===== src/rtl/sram_seq_pkg.sv =====
`timescale 1ns/1ps
package sram_seq_pkg;

    typedef enum logic [2:0] {
        ST_IDLE,
        ST_WSET,
        ST_WPUL,
        ST_WREC,
        ST_READ
    } seq_state_e;

    typedef struct packed {
        logic cs_n;
        logic we_n;
        logic oe_n;
        logic drive;
    } strobe_t;

    function automatic int ns_to_cycles(input int t_ns, input int period_ns);
        if (t_ns <= 0) return 0;
        return (t_ns + period_ns - 1) / period_ns;
    endfunction

    function automatic int imax(input int a, input int b);
        return (a > b) ? a : b;
    endfunction

    function automatic strobe_t strobes_of(input seq_state_e s);
        strobe_t r;
        r = '{cs_n: 1'b1, we_n: 1'b1, oe_n: 1'b1, drive: 1'b0};
        case (s)
            ST_WSET: r.cs_n = 1'b0;
            ST_WPUL: begin
                r.cs_n  = 1'b0;
                r.we_n  = 1'b0;
                r.drive = 1'b1;
            end
            ST_READ: begin
                r.cs_n = 1'b0;
                r.oe_n = 1'b0;
            end
            default: ;
        endcase
        return r;
    endfunction

endpackage


===== src/rtl/sram_seq_cnt.sv =====
`timescale 1ns/1ps
module sram_seq_cnt #(
    parameter int CNT_W = 6
) (
    input  logic             clk,
    input  logic             rst,
    input  logic             load,
    input  logic [CNT_W-1:0] load_val,
    output logic             zero
);
    logic [CNT_W-1:0] cnt;

    always_ff @(posedge clk) begin
        if (rst)             cnt <= '0;
        else if (load)       cnt <= load_val;
        else if (cnt != '0)  cnt <= cnt - 1'b1;
    end

    assign zero = (cnt == '0);
endmodule


===== src/rtl/sram_seq_ctrl.sv =====
`timescale 1ns/1ps
module sram_seq_ctrl
    import sram_seq_pkg::*;
#(
    parameter int CNT_W = 6,
    parameter int N_RD  = 2,
    parameter int N_AS  = 0,
    parameter int N_WP  = 2,
    parameter int N_REC = 1
) (
    input  logic    clk,
    input  logic    rst,
    input  logic    req_valid,
    input  logic    req_write,
    output logic    ready,
    output logic    accept,
    output logic    capture,
    output strobe_t strb
);
    localparam logic [CNT_W-1:0] L_RD  = CNT_W'(N_RD - 1);
    localparam logic [CNT_W-1:0] L_AS  = (N_AS > 0) ? CNT_W'(N_AS - 1) : '0;
    localparam logic [CNT_W-1:0] L_WP  = CNT_W'(N_WP - 1);
    localparam logic [CNT_W-1:0] L_REC = CNT_W'(N_REC - 1);

    seq_state_e       st, nxt;
    logic             load, zero;
    logic [CNT_W-1:0] lval;

    sram_seq_cnt #(.CNT_W(CNT_W)) u_cnt (
        .clk(clk), .rst(rst), .load(load), .load_val(lval), .zero(zero)
    );

    always_comb begin
        nxt     = st;
        load    = 1'b0;
        lval    = '0;
        accept  = 1'b0;
        capture = 1'b0;
        case (st)
            ST_IDLE: if (req_valid) begin
                accept = 1'b1;
                load   = 1'b1;
                if (!req_write) begin
                    nxt  = ST_READ;
                    lval = L_RD;
                end else if (N_AS > 0) begin
                    nxt  = ST_WSET;
                    lval = L_AS;
                end else begin
                    nxt  = ST_WPUL;
                    lval = L_WP;
                end
            end
            ST_WSET: if (zero) begin
                nxt  = ST_WPUL;
                load = 1'b1;
                lval = L_WP;
            end
            ST_WPUL: if (zero) begin
                nxt  = ST_WREC;
                load = 1'b1;
                lval = L_REC;
            end
            ST_WREC: if (zero) nxt = ST_IDLE;
            ST_READ: if (zero) begin
                nxt     = ST_IDLE;
                capture = 1'b1;
            end
            default: nxt = ST_IDLE;
        endcase
    end

    always_ff @(posedge clk) begin
        if (rst) st <= ST_IDLE;
        else     st <= nxt;
    end

    assign ready = (st == ST_IDLE);
    assign strb  = strobes_of(st);

    // the bus driver is off in the cycle before output-enable falls
    a_r6_release_before_oe: assert property (@(posedge clk) disable iff (rst)
        !strb.oe_n |-> !$past(strb.drive));

    // once a request is taken the sequencer is busy
    a_r8_busy_after_accept: assert property (@(posedge clk) disable iff (rst)
        accept |=> !ready);

    // write and output enables never overlap
    a_r9_we_oe_exclusive: assert property (@(posedge clk) disable iff (rst)
        !(!strb.we_n && !strb.oe_n));
endmodule


===== src/rtl/sram_seq_dpath.sv =====
`timescale 1ns/1ps
module sram_seq_dpath #(
    parameter int ADDR_W = 8,
    parameter int DATA_W = 16
) (
    input  logic              clk,
    input  logic              rst,
    input  logic              accept,
    input  logic              capture,
    input  logic [ADDR_W-1:0] req_addr,
    input  logic [DATA_W-1:0] req_wdata,
    input  logic [DATA_W-1:0] dq_in,
    output logic [ADDR_W-1:0] addr_q,
    output logic [DATA_W-1:0] wdata_q,
    output logic              rd_valid,
    output logic [DATA_W-1:0] rd_data
);
    always_ff @(posedge clk) begin
        if (rst) begin
            addr_q   <= '0;
            wdata_q  <= '0;
            rd_valid <= 1'b0;
            rd_data  <= '0;
        end else begin
            if (accept) begin
                addr_q  <= req_addr;
                wdata_q <= req_wdata;
            end
            if (capture) rd_data <= dq_in;
            rd_valid <= capture;
        end
    end

    // read data strobe lasts one cycle
    a_r10_single_pulse: assert property (@(posedge clk) disable iff (rst)
        rd_valid |=> !rd_valid);
endmodule


===== src/rtl/sram_seq.sv =====
`timescale 1ns/1ps
module sram_seq
    import sram_seq_pkg::*;
#(
    parameter int ADDR_W        = 8,
    parameter int DATA_W        = 16,
    parameter int CNT_W         = 6,
    parameter int CLK_PERIOD_NS = 5,
    parameter int T_RC_NS       = 8,
    parameter int T_AA_NS       = 8,
    parameter int T_OE_NS       = 4,
    parameter int T_WC_NS       = 8,
    parameter int T_CW_NS       = 6,
    parameter int T_AS_NS       = 0,
    parameter int T_AW_NS       = 6,
    parameter int T_WP_NS       = 6,
    parameter int T_OW_NS       = 3
) (
    input  logic              clk,
    input  logic              rst,
    input  logic              req_valid,
    input  logic              req_write,
    input  logic [ADDR_W-1:0] req_addr,
    input  logic [DATA_W-1:0] req_wdata,
    output logic              ready,
    output logic              rd_valid,
    output logic [DATA_W-1:0] rd_data,
    output logic              mem_cs_n,
    output logic              mem_we_n,
    output logic              mem_oe_n,
    output logic [ADDR_W-1:0] mem_addr,
    output logic [DATA_W-1:0] mem_dq_out,
    output logic              mem_dq_oe,
    input  logic [DATA_W-1:0] mem_dq_in
);
    localparam int C_RC = ns_to_cycles(T_RC_NS, CLK_PERIOD_NS);
    localparam int C_AA = ns_to_cycles(T_AA_NS, CLK_PERIOD_NS);
    localparam int C_OE = ns_to_cycles(T_OE_NS, CLK_PERIOD_NS);
    localparam int C_WC = ns_to_cycles(T_WC_NS, CLK_PERIOD_NS);
    localparam int C_CW = ns_to_cycles(T_CW_NS, CLK_PERIOD_NS);
    localparam int C_AS = ns_to_cycles(T_AS_NS, CLK_PERIOD_NS);
    localparam int C_AW = ns_to_cycles(T_AW_NS, CLK_PERIOD_NS);
    localparam int C_WP = ns_to_cycles(T_WP_NS, CLK_PERIOD_NS);
    localparam int C_OW = ns_to_cycles(T_OW_NS, CLK_PERIOD_NS);

    localparam int N_RD  = imax(1, imax(C_RC, imax(C_AA, C_OE)));
    localparam int N_AS  = C_AS;
    localparam int N_WP  = imax(1, imax(C_WP, imax(C_CW - N_AS, C_AW - N_AS)));
    localparam int N_REC = imax(1, imax(C_OW, C_WC - N_AS - N_WP));

    logic    accept, capture;
    strobe_t strb;

    sram_seq_ctrl #(
        .CNT_W(CNT_W), .N_RD(N_RD), .N_AS(N_AS), .N_WP(N_WP), .N_REC(N_REC)
    ) u_ctrl (
        .clk(clk), .rst(rst), .req_valid(req_valid), .req_write(req_write),
        .ready(ready), .accept(accept), .capture(capture), .strb(strb)
    );

    sram_seq_dpath #(.ADDR_W(ADDR_W), .DATA_W(DATA_W)) u_dpath (
        .clk(clk), .rst(rst), .accept(accept), .capture(capture),
        .req_addr(req_addr), .req_wdata(req_wdata), .dq_in(mem_dq_in),
        .addr_q(mem_addr), .wdata_q(mem_dq_out),
        .rd_valid(rd_valid), .rd_data(rd_data)
    );

    assign mem_cs_n  = strb.cs_n;
    assign mem_we_n  = strb.we_n;
    assign mem_oe_n  = strb.oe_n;
    assign mem_dq_oe = strb.drive;

    // address and data hold steady across consecutive pulse cycles
    a_r4_hold_during_pulse: assert property (@(posedge clk) disable iff (rst)
        (!mem_we_n && !$past(mem_we_n)) |-> ($stable(mem_addr) && $stable(mem_dq_out)));

    // bus driven only inside a selected write pulse
    a_r5_drive_in_pulse: assert property (@(posedge clk) disable iff (rst)
        mem_dq_oe |-> (!mem_we_n && !mem_cs_n));

    // idle means deselected
    a_r9_idle_deselect: assert property (@(posedge clk) disable iff (rst)
        ready |-> mem_cs_n);

    // read data strobe only after a read window
    a_r10_valid_follows_read: assert property (@(posedge clk) disable iff (rst)
        rd_valid |-> !$past(mem_oe_n));
endmodule


===== config.mk =====
export PLATFORM = sky130hd
export DESIGN_NAME = sram_seq
export DESIGN_NICKNAME = d
export VERILOG_FILES = /design/src/rtl/sram_seq_pkg.sv /design/src/rtl/sram_seq_cnt.sv /design/src/rtl/sram_seq_ctrl.sv /design/src/rtl/sram_seq_dpath.sv /design/src/rtl/sram_seq.sv
export SDC_FILE = /design/constraint.sdc
export NUM_CORES = 1
export LEC_CHECK = 0
export BUFFER_PORTS_ARGS = -buffer_cell sky130_fd_sc_hd__buf_2
export CAP_MARGIN = 20
export CORE_ASPECT_RATIO = 1.1
export CORE_UTILIZATION = 51
export DETAILED_ROUTE_END_ITERATION = 7
export MAX_ROUTING_LAYER = met4
export PLACE_DENSITY_LB_ADDON = 0.05
export SYNTH_ARGS = -nofsm -noshare
export SYNTH_HDL_FRONTEND = slang
export SYNTH_SLANG_ARGS = --single-unit

===== constraint.sdc =====
create_clock -name clk -period 5.1 [get_ports clk]
set_clock_uncertainty 0.2 [all_clocks]
set_input_delay 1.02 -clock clk [delete_from_list [all_inputs] [get_ports clk]]
set_output_delay 1.02 -clock clk [all_outputs]
set_load 0.02 [all_outputs]

# After elaboration in Yosys (flattened, before gate mapping)
# Cells that the tools add are included.
# classes
n_eq_ne	8
muxes	20
n_addsub	1
reduce_logical	8
# ops
operator	n
$mux W3	5
$mux W6	2
$pmux W3 S4	1
$pmux W6 S2	1
$mux W1	10
$eq A3 B2 Y1 const B	2
$logic_not A6 Y1	1
$ne A2 B2 Y1 const B	3
$reduce_bool A6 Y1	1
$sub A6 B1 Y6 const B	1
$reduce_and A4 Y1	1
$reduce_or A2 Y1	2
$eq A3 B1 Y1 const B	1
$eq A3 B3 Y1 const B	1
$logic_not A3 Y1	1
$reduce_or A3 Y1	1
$ne A2 B1 Y1 const B	1
$pmux W1 S2	1
$reduce_bool A2 Y1	1
# word_totals
elab_cells	43
register_bits	50
output_inout_bits	46
inputBits	44

# Longest topological paths before layout
# Gate-level depths: netlist of run 1.
# depth
ltp_word	4
depth_mapped	6
mapped_depth_nobuf	5

# Modules after synthesis
# A second synthesis of run 1 with hierarchy kept.
# unflattened
hier_cells	208
hier_area_um2	2154.6
# modules_own_cells
mod	area_each_um2	cells_per_inst	instances	seq_area_each_um2
sram_seq_dpath	1477.7	131	1	820.8
sram_seq_cnt	395.4	46	1	120.1
sram_seq_ctrl	281.5	31	1	60.1

# Worst setup path before layout of run 1
# Ideal clock, no wire load.
# synth_timing
kind	reg-to-output
from	register u_ctrl.st[1]
to	output port mem_we_n
path_buffers	1
required_ps	3880
stages_incl_launch_ff	4
slack_ps	2514
arrival_time_ps	1366
cell_sequence	dfxtp_1 > buf_4 > nor3b_1 > inv_1
# synth_via
elab_chain_cells	2
# synth_rtl
element	line	text
start, declared	sram_seq_ctrl.sv:25	seq_state_e st, nxt;
start signal, assigned	sram_seq_ctrl.sv:75	else st <= nxt;
$eq A3 B2 Y1	sram_seq_pkg.sv:31	case (s)
$mux W1	sram_seq_pkg.sv:31	
end, declared	sram_seq.sv:29	output logic mem_we_n,
# No other way between the ends.

# Worst setup path after layout of run 1
# layout_timing
from	register u_ctrl.st[2]
to	output port mem_oe_n
# layout_via
elab_chain_cells	2
# layout_rtl
element	line	text
$eq A3 B3 Y1	sram_seq_pkg.sv:31	
$mux W1	sram_seq_pkg.sv:31	
end, declared	sram_seq.sv:30	output logic mem_oe_n,
# No other way between the ends.

==> metrics.cfg, run 1 <==
[sta]
fin_setup_tns_ps = 0
finalHoldViolCount = 0
worst_slack_ps = 1830
whs_ps = 253
max_slew.worst_pin.slew_ps = 928
drv_slew = 0
grt_setup_unrepaired = no
min_period_ps = 3270
fin_crit_sh_pct = 64.1
fmax_mhz = 306
slew_headroom_pct = 38.1
final-setup-viol-count = 0

[floorplanning]
start_util_pct = 53.3
fp.dieW_um = 63.4
coreArea_sq_um = 3960
die_area_sq_um = 4410
die_y_um = 69.5
rows = 24
io_pins = 90

[global_routing]
grt.total_usage_pct = 23.5
grt_pass1_wl_um = 8120
grt_antenna_before_repair = 0
grt-ovfl-total = 0
grt_max_degree = 49
grt_pass1_vias = 1764

[pwr]
power-per-cell-area_nw_per_um2 = 512
leakagePower_uw = 0.00114
peakVddDrop_v = 0.000425

[worst_setup_path]
crit_path_start = u_ctrl.st[2]
critPathArrivalTime_ps = 2050
r2r-end = u_dpath.rd_data[13]
endpoint = mem_oe_n
rr_worst_depth = 4
critPathRequiredTime_ps = 3880
worstPathMaxFanout = 19
critPathCaptureType = primary output
worstSetupStartpointType = flip-flop
reg2reg_slack_ps = 2790
r2r-start = u_ctrl.st[2]
critPathKind = reg -> out

[clocking]
post_cts_buffers = 0
cts_max_path_buffers = 2
clock-sinks = 50
tritoncts = built
cts-htree-levels = 2
cts_buffers = 5
cts_resized = 0
ctsHoldBuffers = 0
root_buffer = clkbuf_8
clk_latency_ps = 290
clkTransAtPathRegs_ps = 80

[placement]
io_buffers = 89
dp_hpwl_um = 3190
gp_congestion = 0.737
dp_slack_ps = 2200
dp.cells = 368

[synthesis]
synth_nets = 294
synthAdderAreaFrac_pct = 1.18
synth_top_family_by_area = simple AND/OR/NAND/NOR gates
synth.area.top_cells = dfxtp_1 47%, a21oi_1 11%, nand2_1 8.9%
netlist_area_sq_um = 2110
synth_top_area_share_pct = 47.4
synthMuxAreaShare_pct = 0
yosys_warnings = 0
syn_avg_cell_area_sq_um = 8.52
synth-seq-cells = 50
yosysTopAreaCell = dfxtp_1
synth_cell_types = 34
yosys.area_share.simple_pct = 22.4
synth_cells = 248
synth_xor_area_share_pct = 0.414
synth_compound_area_share_pct = 21.3
seq_area_frac_synth_pct = 47.4

[routing]
routed-via-count = 1998
drt_wl_total_um = 4990
detail-route-antenna-nets = 0
firstDrtPassIters = 5
drt_iter0_drc = 153
avgRoutedWirePerCell_um = 13.3
drcViolationCount = 0
vias_per_cell = 5.31

[final_layout]
syn_to_final_growth_pct = 23.3
regArea_sq_um = 1000
nets = 369
layout-drive-gt1-share_pct = 32.1
stdcell_count = 376
n_antenna_cell = 0
fillCellCount = 366
multi_input_area_sq_um = 958
post-route-util_pct = 65.7

[flow_run]
max_cap_viol_count = 0

[hold_path]
min_path_type = reg -> reg

[outcome]
status = finished, final reports clean

placed cells by master, fill, tap and decap left out, drive strengths merged, types with 2 or more instances in the layout:
cell type,synthesis,routed
a211o,2,2
a211oi,2,2
a21oi,46,46
buf,13,92
clkbuf,11,7
dfxtp,50,50
ha,2,2
inv,5,5
nand2,50,50
nand2b,3,3
nand4,17,17
nor2,4,4
nor3,3,3
nor3b,2,2
nor4,4,4
o21ai,4,4
o31ai,19,19
flip-flops by register name, summed over array words and instances (netlist names):
name,flops
u_dpath.wdata_q,16
u_dpath.rd_valid,1
u_dpath.addr_q,8
u_ctrl.st,3
u_ctrl.u_cnt.cnt,6
u_dpath.rd_data,16
per-layer routing:
layer	part of all wire, %	track usage (%)	up-vias
met5	0	-	-
met4	0.58	4.55	0
met3	6.6	5.26	4
met2	48	39.2	81
met1	45	28.9	879
li1	-	-	1034
Yosys cell counts:
cell type	n
a211o_1	2
a211oi_1	2
a21o_1	1
a21oi_1	46
a311oi_1	1
and3b_1	1
buf_2	7
buf_4	3
buf_6	3
clkbuf_1	11
dfxtp_1	50
ha_1	2
inv_1	4
inv_4	1
nand2_1	50
nand2b_1	3
nand3_1	1
nand4_1	17
nand4b_1	1
nor2_1	4
nor2b_1	1
nor3_1	2
nor3_2	1
nor3b_1	1
nor3b_4	1
nor4_1	3
nor4_2	1
nor4b_4	1
o2111ai_1	1
o21ai_0	4
o31ai_1	19
or3_1	1
or4b_1	1
xnor2_1	1
layout make-up:
type	instances	area share, %
multi-input combinational	169	36.8
clock inverter	1	0.192
tap	52	2.50
inverter	5	0.817
sequential	50	38.4
clock buffer	7	3.31
timing repair buffer	92	18.0
critical path, cell delays in order, from the launching register on:
cell,delay (ps)
dfxtp_1,560
nor3b_4,750
inv_4,220
buf_2,230
per-stage QoR:
step / area (sq um) / total power, uW
5_1_grt: 2610 / 1420
3_5_place_dp: 2510 / 1100
2_1_floorplan: 2110 / 969
6_report: 2610 / 1330
4_1_cts: 2610 / 1330
3_3_place_gp: 2510 / 1100
power breakdown:
part	total, uW	internal (uW)	switching [uW]
combinational	593	173	420
sequential	508	451	56.5
clock	232	110	123
worst min-delay path by stage:
stage / startpoint / cells after the start / slack, ps / endpoint
2_1_floorplan: u_ctrl.u_cnt.cnt[4] / 2 / 270 / u_ctrl.u_cnt.cnt[4]
3_3_place_gp: u_dpath.addr_q[0] / 2 / 240 / u_dpath.addr_q[0]
3_5_place_dp: u_dpath.wdata_q[7] / 2 / 240 / u_dpath.wdata_q[7]
4_1_cts: u_dpath.wdata_q[7] / 2 / 260 / u_dpath.wdata_q[7]
5_1_grt: u_dpath.wdata_q[15] / 2 / 270 / u_dpath.wdata_q[15]
6_report: u_dpath.addr_q[6] / 2 / 250 / u_dpath.addr_q[6]
kinds of logic (layout without fill, tap and decap cells):
kind of cell | after synthesis | count (layout)
adder cells (fa/ha/maj) | 2 | 2
AO/OA/AOI/OAI | 76 | 76
buffers and inverters | 29 | 105
flip-flops | 50 | 50
XOR/XNOR | 1 | 1
AND/OR/NAND/NOR | 90 | 90
No activity file was read; power rests on OpenSTA's default activity.
==> run 2: changes to the inputs <==
--- a/config.mk
+++ b/config.mk
@@ -8,7 +8,7 @@
 export BUFFER_PORTS_ARGS = -buffer_cell sky130_fd_sc_hd__buf_2
 export CAP_MARGIN = 20
 export CORE_ASPECT_RATIO = 1.1
-export CORE_UTILIZATION = 51
+export CORE_UTILIZATION = 47
 export DETAILED_ROUTE_END_ITERATION = 7
 export MAX_ROUTING_LAYER = met4
 export PLACE_DENSITY_LB_ADDON = 0.05
==> constraint.sdc (replaced) <==
create_clock -name clk -period 3.24 [get_ports clk]
set_clock_uncertainty 0.2 [all_clocks]
set_input_delay 0.648 -clock clk [delete_from_list [all_inputs] [get_ports clk]]
set_output_delay 0.648 -clock clk [all_outputs]
set_load 0.02 [all_outputs]
==> run 2 against run 1 <==
  * Hold slack better by 2.1 ps
  * First-iteration DRC count is 51% lower
  * Sequential share of layout area is 0.69 points lower
  * Non-clock buffer count is 3 higher
  * Critical path depth stayed put
  * Die area is 8.2% higher
  * Via count is 2.0% higher
  * Sequential power is 58% higher
  * Combinational power is 61% higher
  * Sequential cell count stayed put
  * Clock power is 89% higher
  * Highest routed layer unchanged
==> metrics.cfg, run 2 (synthesized netlist as in run 1, its figures left out) <==
[pwr]
clkPwrFrac_pct = 20.0
p_int_uw = 1230
p_switching_uw = 964
switching_share_pct = 44.0
sequentialPowerShare_pct = 36.5
leakagePower_uw = 0.00116
power-per-cell-area_nw_per_um2 = 827
peakVddDrop_v = 0.000492
p_comb_share_pct = 43.5

[clocking]
cts_resized = 0
post_cts_buffers = 0
cts-htree-levels = 2
clkTransAtPathRegs_ps = 90
ctsHoldBuffers = 0
clock-sinks = 50
clk_latency_ps = 300
root_buffer = clkbuf_8
cts_buffers = 5
tritoncts = built
cts_max_path_buffers = 2

[placement]
dp.cells = 373
dp_hpwl_um = 3340
io_buffers = 89
gp_congestion = 0.788
dp_slack_ps = 847

[final_layout]
layout-drive-gt1-share_pct = 33.0
syn_to_final_growth_pct = 25.5
nets = 372
fillCellCount = 413
n_antenna_cell = 0
layout_common_cells = 89 x buf_2, 50 x nand2_1, 50 x dfxtp_1
reg_top3 = u_dpath.rd_data (16), u_dpath.wdata_q (16), u_dpath.addr_q (8)
stdcell_count = 381
regArea_sq_um = 1000
multi_input_area_sq_um = 958
layout_commonest_cell = buf_2

[worst_setup_path]
critPathTopFamily = flip-flops
critPathCaptureType = primary output
worstPathMaxFanout = 18
worstSetupStartpointType = flip-flop
slowest_stage = dfxtp_1
r2r-start = u_ctrl.st[1]
critPathRequiredTime_ps = 2390
critPathArrivalTime_ps = 1680
crit_path_start = u_ctrl.st[2]
critPathKind = reg -> out
crit_chain = nor3b_4, inv_4, buf_2
critPathBufInv = 2
cpPeakStageDelay_ps = 560

[floorplanning]
die_area_sq_um = 4770
fp.dieW_um = 65.9
start_util_pct = 49.0
rows = 25
io_pins = 90
coreArea_sq_um = 4320
die_y_um = 72.3

[sta]
whs_ps = 255
worst_slack_ps = 717
slew_headroom_pct = 39.8
drv_slew = 0
fin_crit_sh_pct = 77.9
final-setup-viol-count = 0
grt_setup_unrepaired = no
max_slew.worst_pin.slew_ps = 903
fin_setup_tns_ps = 0
min_period_ps = 2520
finalHoldViolCount = 0
fmax_mhz = 396

[global_routing]
grt-ovfl-total = 0
grt.total_usage_pct = 22.1
grt_max_degree = 32
grt_antenna_before_repair = 0
grt_pass1_vias = 1851
grt_pass1_wl_um = 8000

[hold_path]
hp-start = u_dpath.addr_q[3]
min_path_type = reg -> reg

[routing]
drt_wl_total_um = 5000
firstDrtPassIters = 7
drcViolationCount = 0
drt_iter0_drc = 75
detail-route-antenna-nets = 0
vias_per_cell = 5.35
avgRoutedWirePerCell_um = 13.1
routed-via-count = 2038

[outcome]
status = finished, final reports clean

[flow_run]
max_cap_viol_count = 0

run 2: cell count changes in the layout (fill, tap and decap cells not counted), sizes merged:
cell and change:
clkinv -1, clkinvlp +2, clkbuf -2, buf +3, bufinv +1
run 2: worst reg2reg max path: cells and delay by family, from the launching register on:
family	cells	cell delay (ps)
AND/OR/NAND/NOR	2	1370
flip-flops	1	440
AO/OA/AOI/OAI	1	80
run 2: per-layer routing:
layer  up-vias  track usage (%)  part of all wire, %
li1       1035                -                    -
met1       925             24.5                   46
met2        72             38.8                   48
met3         6             5.03                  5.8
met4         0             7.09                  1.1
met5         -                -                    0
run 2: area by class of cell:
class | instances | area share (%)
sequential | 50 | 37.7
clock buffer | 5 | 2.59
inverter | 5 | 0.802
timing repair buffer | 95 | 18.5
tap | 54 | 2.55
multi-input combinational | 169 | 36.1
clock inverter | 3 | 1.70
run 2: per-stage QoR:
step                instance area, sq um  utilization, %  power, uW
CTS                                 2650            61.4       2210
finish                              2650            61.4       2190
floorplan                           2110               -       1530
detailed placement                  2540            58.8       1760
global placement                    2540            58.8       1750
global route                        2650            61.4       2350
run 2: worst paths after layout:
check                                            to  slack [ps]  cells past startpoint
worst min-delay path              u_dpath.addr_q[3]         260                      2
worst min register to register    u_dpath.addr_q[3]         260                      2
worst max register to register  u_ctrl.u_cnt.cnt[5]        1040                      3
worst max-delay path                       mem_oe_n         720                      3
run 2: power by group through the flow:
stage                     Sequential (uW)  Clock (uW)  Combinational (uW)
after floorplan                       851           0                 675
after global placement                811           0                 944
after detailed placement              813           0                 950
after CTS                             799         451                 957
after global routing                  816         476                1050
final                                 801         438                 954
==> run 3: changes to the inputs <==
--- a/config.mk
+++ b/config.mk
@@ -8,7 +8,7 @@
 export BUFFER_PORTS_ARGS = -buffer_cell sky130_fd_sc_hd__buf_2
 export CAP_MARGIN = 20
 export CORE_ASPECT_RATIO = 1.1
-export CORE_UTILIZATION = 47
+export CORE_UTILIZATION = 42
 export DETAILED_ROUTE_END_ITERATION = 7
 export MAX_ROUTING_LAYER = met4
 export PLACE_DENSITY_LB_ADDON = 0.05
==> constraint.sdc (replaced) <==
create_clock -name clk -period 2.2 [get_ports clk]
set_clock_uncertainty 0.2 [all_clocks]
set_input_delay 0.44 -clock clk [delete_from_list [all_inputs] [get_ports clk]]
set_output_delay 0.44 -clock clk [all_outputs]
set_load 0.02 [all_outputs]
==> run 3 against run 2 <==
  * Via count is the same
  * Hold slack lost 93 ps
  * Register-to-register slack lost 670 ps
  * Largest cell class unchanged
  * Final area grew 1.9%
  * Clock-buffer cell count is the same
  * Final cell count grew 1.8%
  * Combinational power grew 58%
  * Critical path depth grew 1
  * Sequential share of layout area shrank 0.61 points
  * Utilization shrank 4.5 points
  * Wire length grew 3.4%
  * Global-route usage shrank 2.1 points
==> metrics.cfg, run 3 (synthesized netlist as in run 1, its figures left out) <==
[placement]
gp_congestion = 0.772
post_dp_cell_area_sq_um = 2590
io_buffers = 89
dp_hpwl_um = 3480

[flow_run]
max_cap_viol_count = 0

[routing]
drcViolationCount = 0
routed-via-count = 2038
firstDrtPassIters = 4
drt_iter0_drc = 101
vias_per_cell = 5.25
detail-route-antenna-nets = 0
drt_wl_total_um = 5170
avgRoutedWirePerCell_um = 13.3

[clocking]
post_cts_buffers = 0
cts_max_path_buffers = 2
clkTransAtPathRegs_ps = 90
cts_buffers = 5
clock-sinks = 50
tritoncts = built
ctsHoldBuffers = 0
cts-htree-levels = 2
clk_latency_ps = 300
root_buffer = clkbuf_8

[floorplanning]
fp.dieW_um = 69.6
coreArea_sq_um = 4750
die_area_sq_um = 5320
rows = 26
io_pins = 90
die_y_um = 76.4
start_util_pct = 44.5

[worst_setup_path]
critPathBufInv = 1
critPathTopFamily = flip-flops
critPathArrivalTime_ps = 1480
crit_chain = xnor2_1, nor2_1, nor2_1, buf_2
reg2reg_slack_ps = 370
r2r-end = u_dpath.wdata_q[2]
slowest_stage = dfxtp_1
worstSetupStartpointType = flip-flop
worstPathMaxFanout = 11
rr_worst_depth = 4
critPathKind = reg -> out
critPathCaptureType = primary output
cpMostUsedCell = nor2_1
critPathRequiredTime_ps = 1560
cpPeakStageDelay_ps = 620
r2r-start = u_ctrl.st[0]

[pwr]
peakVddDrop_v = 0.000599
power-per-cell-area_nw_per_um2 = 1230
leakagePower_uw = 0.00120
total_power_uw = 3320

[global_routing]
grt-ovfl-total = 0
grt.total_usage_pct = 19.9
grt_antenna_before_repair = 0
grt_pass1_vias = 1785
grt_max_degree = 26
grt_pass1_wl_um = 8340

[sta]
grt_setup_unrepaired = no
slew_headroom_pct = 68.6
max_slew.worst_pin.slew_ps = 470
fin_setup_tns_ps = 0
fmax_mhz = 472
finalHoldViolCount = 0
drv_slew = 0
min_period_ps = 2120
fin_crit_sh_pct = 96.4
final-setup-viol-count = 0
whs_ps = 163

[final_layout]
layout_commonest_cell = buf_2
syn_to_final_growth_pct = 27.9
post-route-util_pct = 56.9
layout_common_cells = 89 x buf_2, 50 x nand2_1, 48 x dfxtp_1
final_cell_area_sq_um = 2700
layout-drive-gt1-share_pct = 34.6
reg_top3 = u_dpath.rd_data (16), u_dpath.wdata_q (16), u_dpath.addr_q (8)
nets = 377
n_antenna_cell = 0

[hold_path]
hold_depth = 3
min_to = u_dpath.wdata_q[6]
hp-start = req_wdata[6]
min_path_type = in -> reg

[outcome]
status = finished, final reports clean

==> run 3: worst max-delay path by stage <==
stage / slack (ps) / cells past startpoint / to / startpoint
after floorplan: 190 / 3 / mem_we_n / u_ctrl.st[1]
after global placement: 350 / 5 / u_dpath.wdata_q[6] / req_valid
after detailed placement: 340 / 5 / u_dpath.wdata_q[12] / req_valid
after CTS: 30 / 3 / mem_oe_n / u_ctrl.st[2]
after global routing: 10 / 4 / mem_cs_n / u_ctrl.st[0]
final: 80 / 4 / mem_cs_n / u_ctrl.st[0]
==> run 3: stage by stage <==
step           std cells  worst slack (ps)
4_1_cts              388              30.0
5_1_grt              388              11.3
2_1_floorplan        248               194
3_3_place_gp         380               347
3_5_place_dp         380               342
6_report             388              80.0
==> run 3: worst reg2reg max path, stage by stage, from the launching register on <==
cell and delay, ps:
dfxtp_1 460, or4b_1 700, buf_12 230, nand2_1 70
a21oi_1 60
==> run 3: report_power, final <==
group	total [uW]	switching, uW	internal (uW)
clock network	634	299	335
logic	1510	999	510
registers	1180	134	1050
==> run 3: final cells by class <==
class                   instances  area [sq um]
fillers                       461          2050
inverters                       5          21.3
well taps                      56          70.1
repair buffers                100           541
clock inverters                 3          40.0
flip-flops and latches         50          1000
multi-input cells             169           958
clock buffers                   5          68.8
==> run 3: repair_timing <==
action	CTS	global route
endpoints found under the setup margin	0	2
resized for setup	0	2
hold endpoints to repair	0	0
==> run 3: layer usage <==
metal / track usage (%) / vias up / routed length (um) / part of all wire (%)
met3: 4.89 / 5 / 372 / 7.2
met5: - / - / 0 / 0
li1: - / 1048 / - / -
met1: 25.3 / 911 / 2380 / 46
met4: 6.00 / 0 / 46 / 0.89
met2: 31.6 / 74 / 2370 / 46
